## src/rtl/mcounter_pkg.sv

```systemverilog
`timescale 1ns/1ps
package mcounter_pkg;

    localparam logic [11:0] ADDR_CYC_LO  = 12'hB00;
    localparam logic [11:0] ADDR_CYC_HI  = 12'hB80;
    localparam logic [11:0] ADDR_RET_LO  = 12'hB02;
    localparam logic [11:0] ADDR_RET_HI  = 12'hB82;
    localparam logic [11:0] ADDR_INHIBIT = 12'h320;

    localparam logic [11:0] HPM_LO_FIRST = 12'hB03;
    localparam logic [11:0] HPM_LO_LAST  = 12'hB1F;
    localparam logic [11:0] HPM_HI_FIRST = 12'hB83;
    localparam logic [11:0] HPM_HI_LAST  = 12'hB9F;
    localparam logic [11:0] EVT_FIRST    = 12'h323;
    localparam logic [11:0] EVT_LAST     = 12'h33F;

    localparam int INH_BIT_CYC = 0;
    localparam int INH_BIT_RET = 2;

    typedef enum logic [2:0] {
        SEL_NONE,
        SEL_CYC_LO,
        SEL_CYC_HI,
        SEL_RET_LO,
        SEL_RET_HI,
        SEL_INHIBIT,
        SEL_ZERO
    } cnt_sel_e;

endpackage

```

## src/rtl/mcounter_decode.sv

```systemverilog
`timescale 1ns/1ps
module mcounter_decode
    import mcounter_pkg::*;
(
    input  logic [11:0] addr,
    output cnt_sel_e    sel,
    output logic        owned
);

    logic in_hpm_lo;
    logic in_hpm_hi;
    logic in_evt;

    assign in_hpm_lo = (addr >= HPM_LO_FIRST) && (addr <= HPM_LO_LAST);
    assign in_hpm_hi = (addr >= HPM_HI_FIRST) && (addr <= HPM_HI_LAST);
    assign in_evt    = (addr >= EVT_FIRST)    && (addr <= EVT_LAST);

    always_comb begin
        if (addr == ADDR_CYC_LO) begin
            sel = SEL_CYC_LO;
        end else if (addr == ADDR_CYC_HI) begin
            sel = SEL_CYC_HI;
        end else if (addr == ADDR_RET_LO) begin
            sel = SEL_RET_LO;
        end else if (addr == ADDR_RET_HI) begin
            sel = SEL_RET_HI;
        end else if (addr == ADDR_INHIBIT) begin
            sel = SEL_INHIBIT;
        end else if (in_hpm_lo || in_hpm_hi || in_evt) begin
            sel = SEL_ZERO;
        end else begin
            sel = SEL_NONE;
        end
    end

    assign owned = (sel != SEL_NONE);

endmodule

```

## src/rtl/mcounter_pair.sv

```systemverilog
`timescale 1ns/1ps
module mcounter_pair #(
    parameter int W = 32
) (
    input  logic         clk,
    input  logic         rst_n,
    input  logic         inc_en,
    input  logic         wr_lo,
    input  logic         wr_hi,
    input  logic [W-1:0] wdata,
    output logic [W-1:0] lo,
    output logic [W-1:0] hi
);

    localparam logic [W-1:0] ALL_ONES = '1;

    logic         lo_wrap;
    logic         hi_step;
    logic [W-1:0] lo_nxt;
    logic [W-1:0] hi_nxt;

    assign lo_wrap = inc_en && (lo == ALL_ONES);
    // A low-half write absorbs the carry of that cycle.
    assign hi_step = lo_wrap && !wr_lo;

    always_comb begin
        if (wr_lo) begin
            lo_nxt = wdata + W'(inc_en);
        end else begin
            lo_nxt = lo + W'(inc_en);
        end
        if (wr_hi) begin
            hi_nxt = wdata + W'(hi_step);
        end else begin
            hi_nxt = hi + W'(hi_step);
        end
    end

    always_ff @(posedge clk) begin
        if (!rst_n) begin
            lo <= '0;
            hi <= '0;
        end else begin
            lo <= lo_nxt;
            hi <= hi_nxt;
        end
    end

    assert_lo_count_R2: assert property (@(posedge clk) disable iff (!rst_n)
        (!wr_lo && inc_en) |=> (lo == $past(lo) + W'(1)));

    assert_lo_idle_R8: assert property (@(posedge clk) disable iff (!rst_n)
        (!wr_lo && !inc_en) |=> $stable(lo));

    assert_hi_hold_R4: assert property (@(posedge clk) disable iff (!rst_n)
        (!wr_hi && !(inc_en && lo == ALL_ONES)) |=> $stable(hi));

    assert_lo_write_no_carry_R6: assert property (@(posedge clk) disable iff (!rst_n)
        (wr_lo && !wr_hi) |=> $stable(hi));

endmodule

```

## src/rtl/mcounter_unit.sv

```systemverilog
`timescale 1ns/1ps
module mcounter_unit
    import mcounter_pkg::*;
#(
    parameter int XLEN = 32
) (
    input  logic            clk,
    input  logic            rst_n,
    input  logic [11:0]     csr_addr,
    input  logic [XLEN-1:0] csr_wdata,
    input  logic            csr_wen,
    input  logic            csr_ren,
    input  logic            instr_retired,
    input  logic            debug_halted,
    output logic [XLEN-1:0] csr_rdata,
    output logic            csr_hit
);

    localparam int NUM_CNT = 2;

    cnt_sel_e        sel;
    logic            owned;
    logic            inh_cyc;
    logic            inh_ret;
    logic [XLEN-1:0] inh_view;
    logic [XLEN-1:0] cnt_lo [NUM_CNT];
    logic [XLEN-1:0] cnt_hi [NUM_CNT];
    logic [NUM_CNT-1:0] inc_vec;
    logic [NUM_CNT-1:0] wr_lo_vec;
    logic [NUM_CNT-1:0] wr_hi_vec;

    mcounter_decode u_decode (
        .addr  (csr_addr),
        .sel   (sel),
        .owned (owned)
    );

    always_ff @(posedge clk) begin
        if (!rst_n) begin
            inh_cyc <= 1'b0;
            inh_ret <= 1'b0;
        end else if (csr_wen && sel == SEL_INHIBIT) begin
            inh_cyc <= csr_wdata[INH_BIT_CYC];
            inh_ret <= csr_wdata[INH_BIT_RET];
        end
    end

    always_comb begin
        inh_view              = '0;
        inh_view[INH_BIT_CYC] = inh_cyc;
        inh_view[INH_BIT_RET] = inh_ret;
    end

    assign inc_vec[0]   = !debug_halted && !inh_cyc;
    assign inc_vec[1]   = !debug_halted && !inh_ret && instr_retired;
    assign wr_lo_vec[0] = csr_wen && (sel == SEL_CYC_LO);
    assign wr_hi_vec[0] = csr_wen && (sel == SEL_CYC_HI);
    assign wr_lo_vec[1] = csr_wen && (sel == SEL_RET_LO);
    assign wr_hi_vec[1] = csr_wen && (sel == SEL_RET_HI);

    for (genvar g = 0; g < NUM_CNT; g++) begin : g_cnt
        mcounter_pair #(.W(XLEN)) u_pair (
            .clk    (clk),
            .rst_n  (rst_n),
            .inc_en (inc_vec[g]),
            .wr_lo  (wr_lo_vec[g]),
            .wr_hi  (wr_hi_vec[g]),
            .wdata  (csr_wdata),
            .lo     (cnt_lo[g]),
            .hi     (cnt_hi[g])
        );
    end

    always_comb begin
        csr_rdata = '0;
        if (csr_ren) begin
            unique case (sel)
                SEL_CYC_LO:  csr_rdata = cnt_lo[0];
                SEL_CYC_HI:  csr_rdata = cnt_hi[0];
                SEL_RET_LO:  csr_rdata = cnt_lo[1];
                SEL_RET_HI:  csr_rdata = cnt_hi[1];
                SEL_INHIBIT: csr_rdata = inh_view;
                SEL_ZERO:    csr_rdata = '0;
                SEL_NONE:    csr_rdata = '0;
                default:     csr_rdata = '0;
            endcase
        end
    end

    assign csr_hit = (csr_ren || csr_wen) && owned;

    assert_debug_freeze_R8: assert property (@(posedge clk) disable iff (!rst_n)
        (debug_halted && !csr_wen) |=> (cnt_lo[0] == $past(cnt_lo[0]) &&
                                        cnt_lo[1] == $past(cnt_lo[1])));

    assert_miss_quiet_R10: assert property (@(posedge clk) disable iff (!rst_n)
        !csr_hit |-> (csr_rdata == '0));

    assert_inhibit_mask_R7: assert property (@(posedge clk) disable iff (!rst_n)
        (csr_ren && csr_addr == ADDR_INHIBIT) |->
            (csr_rdata[1] == 1'b0 && csr_rdata[XLEN-1:3] == '0));

    assert_inhibit_no_disturb_R7: assert property (@(posedge clk) disable iff (!rst_n)
        (csr_wen && csr_addr == ADDR_INHIBIT && inh_cyc) |=> $stable(cnt_lo[0]));

endmodule

```

## config.mk

```make
export PLATFORM = sky130hd
export DESIGN_NAME = mcounter_unit
export DESIGN_NICKNAME = d
export VERILOG_FILES = /design/src/rtl/mcounter_pkg.sv /design/src/rtl/mcounter_decode.sv /design/src/rtl/mcounter_pair.sv /design/src/rtl/mcounter_unit.sv
export SDC_FILE = /design/constraint.sdc
export NUM_CORES = 1
export LEC_CHECK = 0
export CORE_AREA = 2 2 245 187
export CTS_CLUSTER_DIAMETER = 100
export DETAILED_ROUTE_END_ITERATION = 10
export DIE_AREA = 0 0 247 189
export DONT_BUFFER_PORTS = 1
export GPL_TIMING_DRIVEN = 0
export HOLD_SLACK_MARGIN = 0.03
export PLACE_DENSITY = 0.42
export SLEW_MARGIN = 0
export SYNTH_ARGS = -nofsm -noshare
export SYNTH_HDL_FRONTEND = slang
export SYNTH_HIERARCHICAL = 1
export SYNTH_SLANG_ARGS = --single-unit
```

## constraint.sdc

```tcl
create_clock -name clk -period 9.6 [get_ports clk]
set_input_delay 1.92 -clock clk [delete_from_list [all_inputs] [get_ports clk]]
set_output_delay 1.92 -clock clk [all_outputs]
set_load 0.01 [all_outputs]
```

# Yosys cells after proc, flatten, opt, wreduce, memory -nomap -nowiden
# Index checks and enable logic that the tools add are counted.
[classes]
n_addsub = 8
n_lt_le_gt_ge = 6
eq_ne = 12
n_mux = 12
n_reduce_logical = 25
[op_table]
columns = ["op", "count"]
rows = [
  ["$add A32 B1 Y32", 8],
  ["$mux W32", 5],
  ["$pmux W32 S5", 1],
  ["$eq A32 B32 Y1 const B", 2],
  ["$eq A12 B12 Y1 const B", 4],
  ["$ge A12 B12 Y1 const B", 2],
  ["$le A12 B12 Y1 const B", 2],
  ["$mux W3", 6],
  ["$logic_and A1 B1 Y1", 16],
  ["$eq A12 B10 Y1 const B", 1],
  ["$ge A12 B10 Y1 const B", 1],
  ["$le A12 B10 Y1 const B", 1],
  ["$eq A3 B2 Y1 const B", 2],
  ["$eq A3 B3 Y1 const B", 2],
  ["$logic_not A1 Y1", 5],
  ["$eq A3 B1 Y1 const B", 1],
  ["$logic_or A1 B1 Y1", 3],
  ["$reduce_bool A3 Y1", 1],
]
[totals]
register_bits = 130
input_bits = 50
out_inout_bits = 33
wordCells = 69

# Logic depth before layout (Yosys ltp)
[logic_depth]
depth_word = 16
depth_mapped = 22
ltp_nobuf = 19

# Hierarchy
# The synthesis kept the hierarchy.
[by_module_without_submodules]
columns = ["mod", "n_inst", "cells_per_inst", "area_each_um2", "seq_area_each_um2"]
rows = [
  ["mcounter_pair", 2, 554, 4483.0, 1281.2],
  ["mcounter_unit", 1, 240, 1845.5, 40.0],
  ["mcounter_decode", 1, 19, 141.4, 0.0],
]

# Least setup slack after synthesis
# Ideal clock, no wire load.
[synth_timing]
path_type = "in2reg"
startpoint = "input csr_addr[0]"
endpoint = "register g_cnt[1].u_pair.hi[29]"
setup_ns = 0.071
t_arrival_ns = 6.032
required_ns = 9.529
path_slack_ns = 3.497
stages = 18
n_path_buf = 6
cell_sequence = "nor4_1 -> nand4_1 -> o21bai_1 -> clkbuf_1 -> nor2b_1 -> and3b_1 -> buf_6 -> buf_8 -> buf_2 -> buf_2 -> buf_2 -> mux2_2 -> ha_1 -> nand4b_1 -> a22oi_2 -> nand4_2 -> or4_1 -> a21oi_1"
[synth_via]
word_cells_on_any_way = 31
classes_between = "add/sub (2); order compare (6); eq/ne (7); mux (7); reduce/logical (9)"
[synth_rtl]
columns = ["element", "line", "rtl"]
rows = [
  ["start: declaration", "mcounter_unit.sv:9", "input logic [11:0] csr_addr,"],
  ["$ge A12 B12 Y1 (tied with other cells)", "mcounter_decode.sv:14", "assign in_hpm_lo = (addr >= HPM_LO_FIRST) && (addr <= HPM_LO_LAST);"],
  ["$logic_and A1 B1 Y1, on equally long branches", "mcounter_decode.sv:14, mcounter_decode.sv:15", ""],
  ["$logic_or A1 B1 Y1 (2 in series)", "mcounter_decode.sv:29", "end else if (in_hpm_lo || in_hpm_hi || in_evt) begin"],
  ["$mux W3", "mcounter_decode.sv:29", ""],
  ["$mux W3", "mcounter_decode.sv:27", "end else if (addr == ADDR_INHIBIT) begin"],
  ["$mux W3", "mcounter_decode.sv:25", "end else if (addr == ADDR_RET_HI) begin"],
  ["$mux W3", "mcounter_decode.sv:23", "end else if (addr == ADDR_RET_LO) begin"],
  ["$mux W3", "mcounter_decode.sv:21", "end else if (addr == ADDR_CYC_HI) begin"],
  ["$mux W3 *", "mcounter_decode.sv:19", "if (addr == ADDR_CYC_LO) begin"],
  ["named net sel[2]", "mcounter_unit.sv:21", "cnt_sel_e sel;"],
  ["$eq A3 B3 Y1 *", "mcounter_unit.sv:59", "assign wr_hi_vec[1] = csr_wen && (sel == SEL_RET_HI);"],
  ["$logic_and A1 B1 Y1 *", "mcounter_unit.sv:59", ""],
  ["named net wr_hi_vec[1]", "mcounter_unit.sv:30", "logic [NUM_CNT-1:0] wr_hi_vec;"],
  ["$mux W32 *", "mcounter_pair.sv:32", "if (wr_hi) begin"],
  ["end signal: assignment", "mcounter_pair.sv:45", "hi <= hi_nxt;"],
  ["end: declaration", "mcounter_pair.sv:12", "output logic [W-1:0] hi"],
]
# The timed path passes the listed nets; every way through them passes the cells marked *.
# A chain may end at the register's enable or synchronous reset.

# Final worst setup path
[layout_timing]
startpoint = "input csr_addr[0]"
endpoint = "register g_cnt[1].u_pair.hi[24]"
[layout_via]
elab_chain_len = 16
word_cells_on_any_way = 31
classes_between = "add/sub (2); order compare (6); eq/ne (7); mux (7); reduce/logical (9)"
[layout_lines]
columns = ["element", "line", "rtl"]
rows = [
  ["$ge A12 B12 Y1 (tied with other cells)", "mcounter_decode.sv:14", ""],
  ["$logic_and A1 B1 Y1, on equally long branches", "mcounter_decode.sv:14, mcounter_decode.sv:15", ""],
  ["$logic_or A1 B1 Y1 (2 in series)", "mcounter_decode.sv:29", ""],
  ["$mux W3", "mcounter_decode.sv:29", ""],
  ["$mux W3", "mcounter_decode.sv:27", ""],
  ["$mux W3", "mcounter_decode.sv:25", ""],
  ["$mux W3", "mcounter_decode.sv:23", ""],
  ["$mux W3", "mcounter_decode.sv:21", ""],
  ["$mux W3 *", "mcounter_decode.sv:19", ""],
  ["named net sel[2]", "mcounter_unit.sv:21", ""],
  ["$eq A3 B2 Y1 *", "mcounter_unit.sv:58", "assign wr_lo_vec[1] = csr_wen && (sel == SEL_RET_LO);"],
  ["$logic_and A1 B1 Y1 *", "mcounter_unit.sv:58", ""],
  ["named net wr_lo_vec[1]", "mcounter_unit.sv:29", "logic [NUM_CNT-1:0] wr_lo_vec;"],
  ["$logic_not A1 Y1 *", "mcounter_pair.sv:24", "assign hi_step = lo_wrap && !wr_lo;"],
  ["$logic_and A1 B1 Y1 *", "mcounter_pair.sv:24", ""],
  ["$add A32 B1 Y32, on equally long branches", "mcounter_pair.sv:35, mcounter_pair.sv:33", ""],
  ["$mux W32 *", "mcounter_pair.sv:32", ""],
]
# Marked as above.

==> out/metrics.yaml <==
end_kind: "flip-flop"
post_drt_via_cell_ratio: 5.68
wl_per_cell_um: 26.7
yosys-top-cells-area: "dfxtp_1, mux2i_1, nand3b_1"
num_vias: 11300
p_seq_frac: 0.395
rr_startpoint: "inh_ret"
worst-path-max-fanout: 10
maxSlewHeadroom: 0.285
ctsRootBufferMaster: "clkbuf_16"
power.share.combinational: 0.044
reg2regPathDepth: 12
tritoncts: "done"
ff2ff_setup_slack_ns: 4.87
path_class: "input pin to flip-flop"
final.setup.tns_ns: 0
synthToLayoutAreaGrowth_pct: 12.8
power_density_mw_per_mm2: 112
fmax_mhz: 132
synth_nets: 1425
status: "finished, final reports clean"
cp.required_ns: 9.97
cap_violations: 0
irDropWorstVdd_mv: 0.138
synth_top_cell_by_area: "dfxtp_1"
leakage_nw: 3.60
finalHoldViolCount: 0
p_sw_mw: 0.330
syn_avg_cell_area_um2: 8.01
grt_use_total: 0.226
post-route-min-period_ns: 7.55
ant_nets: 0
drt-total-wl_um: 53100
nets: 1444
synth_flop_cell: "dfxtp_1"
startpoint: "csr_addr[0]"
gp_congestion: 0.920
hold_depth: 2
min_path_type: "flip-flop to flip-flop"
ys_top_cells_by_count: "nand2_1, dfxtp_1, nand3b_1"
p_clk_frac: 0.560
synth_edf_count: 0
rsz0062_at_grt: "false"
insertion_delay_ns: 0.46
cp-start-kind: "input pin"
rows: 67
dieHeight_um: 189
setup_viol: 0
cp_data_arrival_time_ns: 7.92
portBuffers: 0
fin_skew_ns: 0.0130
die_area_mm2: 0.0467
grt_max_degree: 17
netlist_instances: 1367
hp-start: "inh_cyc"
cts_setup_buffers: 0
first_pass_iters: 7
worstReg2RegEnd: "g_cnt[1].u_pair/hi[24]"
multi_input_comb_area_mm2: 0.00776
final.setup.worst_slack_ns: 2.05
post_cts_resized: 0
async_flop_share: 0
pre_cts_ws_ns: 1.67
slew_violations: 0
grt_pass1_vias: 10700
cts_num_sinks: 130
nFillCells: 4777
antenna_found_initial: 4
min_period_over_period: 0.787
core-area_mm2: 0.0442
die_w_um: 247
cts_buffers: 17
synth_seq_area_share: 0.238
drive_gt1_frac: 0.140
yosysUniqueCellTypes: 67
path_clk_slew_ns: 0.07
dr.first_iter.drc_count: 1324
total_power_mw: 1.38
p_int_mw: 1.05
worst_pin_slew_ns: 1.06
drc: 0
ioPinCount: 83
holdPathEnd: "inh_cyc"
grt_overflow: 0
initial_core_util: 0.248
yosysTopAreaCellShare: 0.238
yosysMostFrequentCell: "nand2_1"
switching_share: 0.239
htreeDepth: 4
ys_ff_latch: 130
grt_pass1_wl_um: 76100
netlist_area_mm2: 0.0110
yosys_warnings: 6
clk_path_buf_depth: 2
dp_hpwl_um: 41200
seqCellArea_mm2: 0.00260
cts_hold_buffers: 0
## worst max-delay path, cell delays in order
cell and delay, ns:
nor4_1 0.41, nand4_1 0.23, o21bai_1 0.57, buf_6 0.27
nor2b_2 0.10, and3_1 0.33, buf_4 0.25, nor2b_1 0.17
nand3_1 0.17, nor4_1 0.29, nand2_1 0.08, nor4_1 0.91
ha_1 0.35, ha_1 0.23, nand4_1 0.22, a221oi_2 0.62
nand3_1 0.30, o31a_1 0.35, nor3_1 0.14
## cell families after synthesis
group	count (synthesis)	synth area share
buf+inv	99	0.0543
mux	158	0.151
fa+ha+maj	8	0.00914
xor+xnor	57	0.0456
simple gates	649	0.327
compound gates	266	0.175
flops	130	0.238
## how the worst max path moves through the flow
stage,end,slack [ns],cells after the start
floorplan,g_cnt[1].u_pair/hi[29],3.50,18
global placement,g_cnt[1].u_pair/hi[24],1.62,19
detailed placement,g_cnt[1].u_pair/hi[24],1.67,19
CTS,g_cnt[1].u_pair/hi[24],2.15,19
global route,g_cnt[1].u_pair/hi[24],1.72,19
finish,g_cnt[1].u_pair/hi[24],2.05,19
## power groups by stage
stage | sequential (mW) | clock (mW) | combinational (mW)
after global routing | 0.547 | 0.814 | 0.0647
after floorplan | 0.557 | 0 | 0.0373
final | 0.547 | 0.775 | 0.0613
after global placement | 0.559 | 0 | 0.0594
after CTS | 0.547 | 0.786 | 0.0597
after detailed placement | 0.559 | 0 | 0.0596
## placed cells by master (no fill, tap or decap), drive strengths merged, types with 28 or more instances in the layout
master,count
a21o,34
a21oi,71
a22oi,30
buf,53
clkbuf,52
dfxtp,130
mux2,58
mux2i,100
nand2,154
nand3,99
nand3b,106
nand4,67
nor2,82
nor3,28
o21ai,47
xnor2,45
## registers in the layout (all words and copies together), names as in the netlist
register,flops
inh_ret,1
inh_cyc,1
g_cnt.u_pair/lo,64
g_cnt.u_pair/hi,64
## layout make-up
class,count,share of cell area
tap,586,0.0594
buffer,84,0.0436
sequential,130,0.211
clock buffer,21,0.0365
antenna,3,0.000608
multi-input combinational,1138,0.628
inverter,15,0.00456
clock inverter,10,0.0167
## per-stage QoR
| step | area [um2] | utilization | instances | hold slack, ns |
|---|---|---|---|---|
| 3_3_place_gp | 11700 | 0.265 | 1953 | 0.528 |
| 5_1_grt | 12400 | 0.280 | 1987 | 0.600 |
| 4_1_cts | 12300 | 0.279 | 1984 | 0.551 |
| 6_report | 12400 | 0.280 | 1987 | 0.553 |
| 3_5_place_dp | 11700 | 0.265 | 1953 | 0.541 |
| 2_1_floorplan | 11000 | - | 1367 | 0.504 |
## per-layer routing
| layer | wire [um] | up-vias | part of all wire | GRT usage |
|---|---|---|---|---|
| met1 | 24700 | 5573 | 0.47 | 0.318 |
| met2 | 22900 | 486 | 0.43 | 0.337 |
| met4 | 1130 | 2 | 0.021 | 0.0582 |
| met3 | 4330 | 66 | 0.081 | 0.0598 |
| met5 | 18 | - | 0.00034 | 0 |
| li1 | - | 5155 | - | - |
No activity file was read; power rests on OpenSTA's default activity.
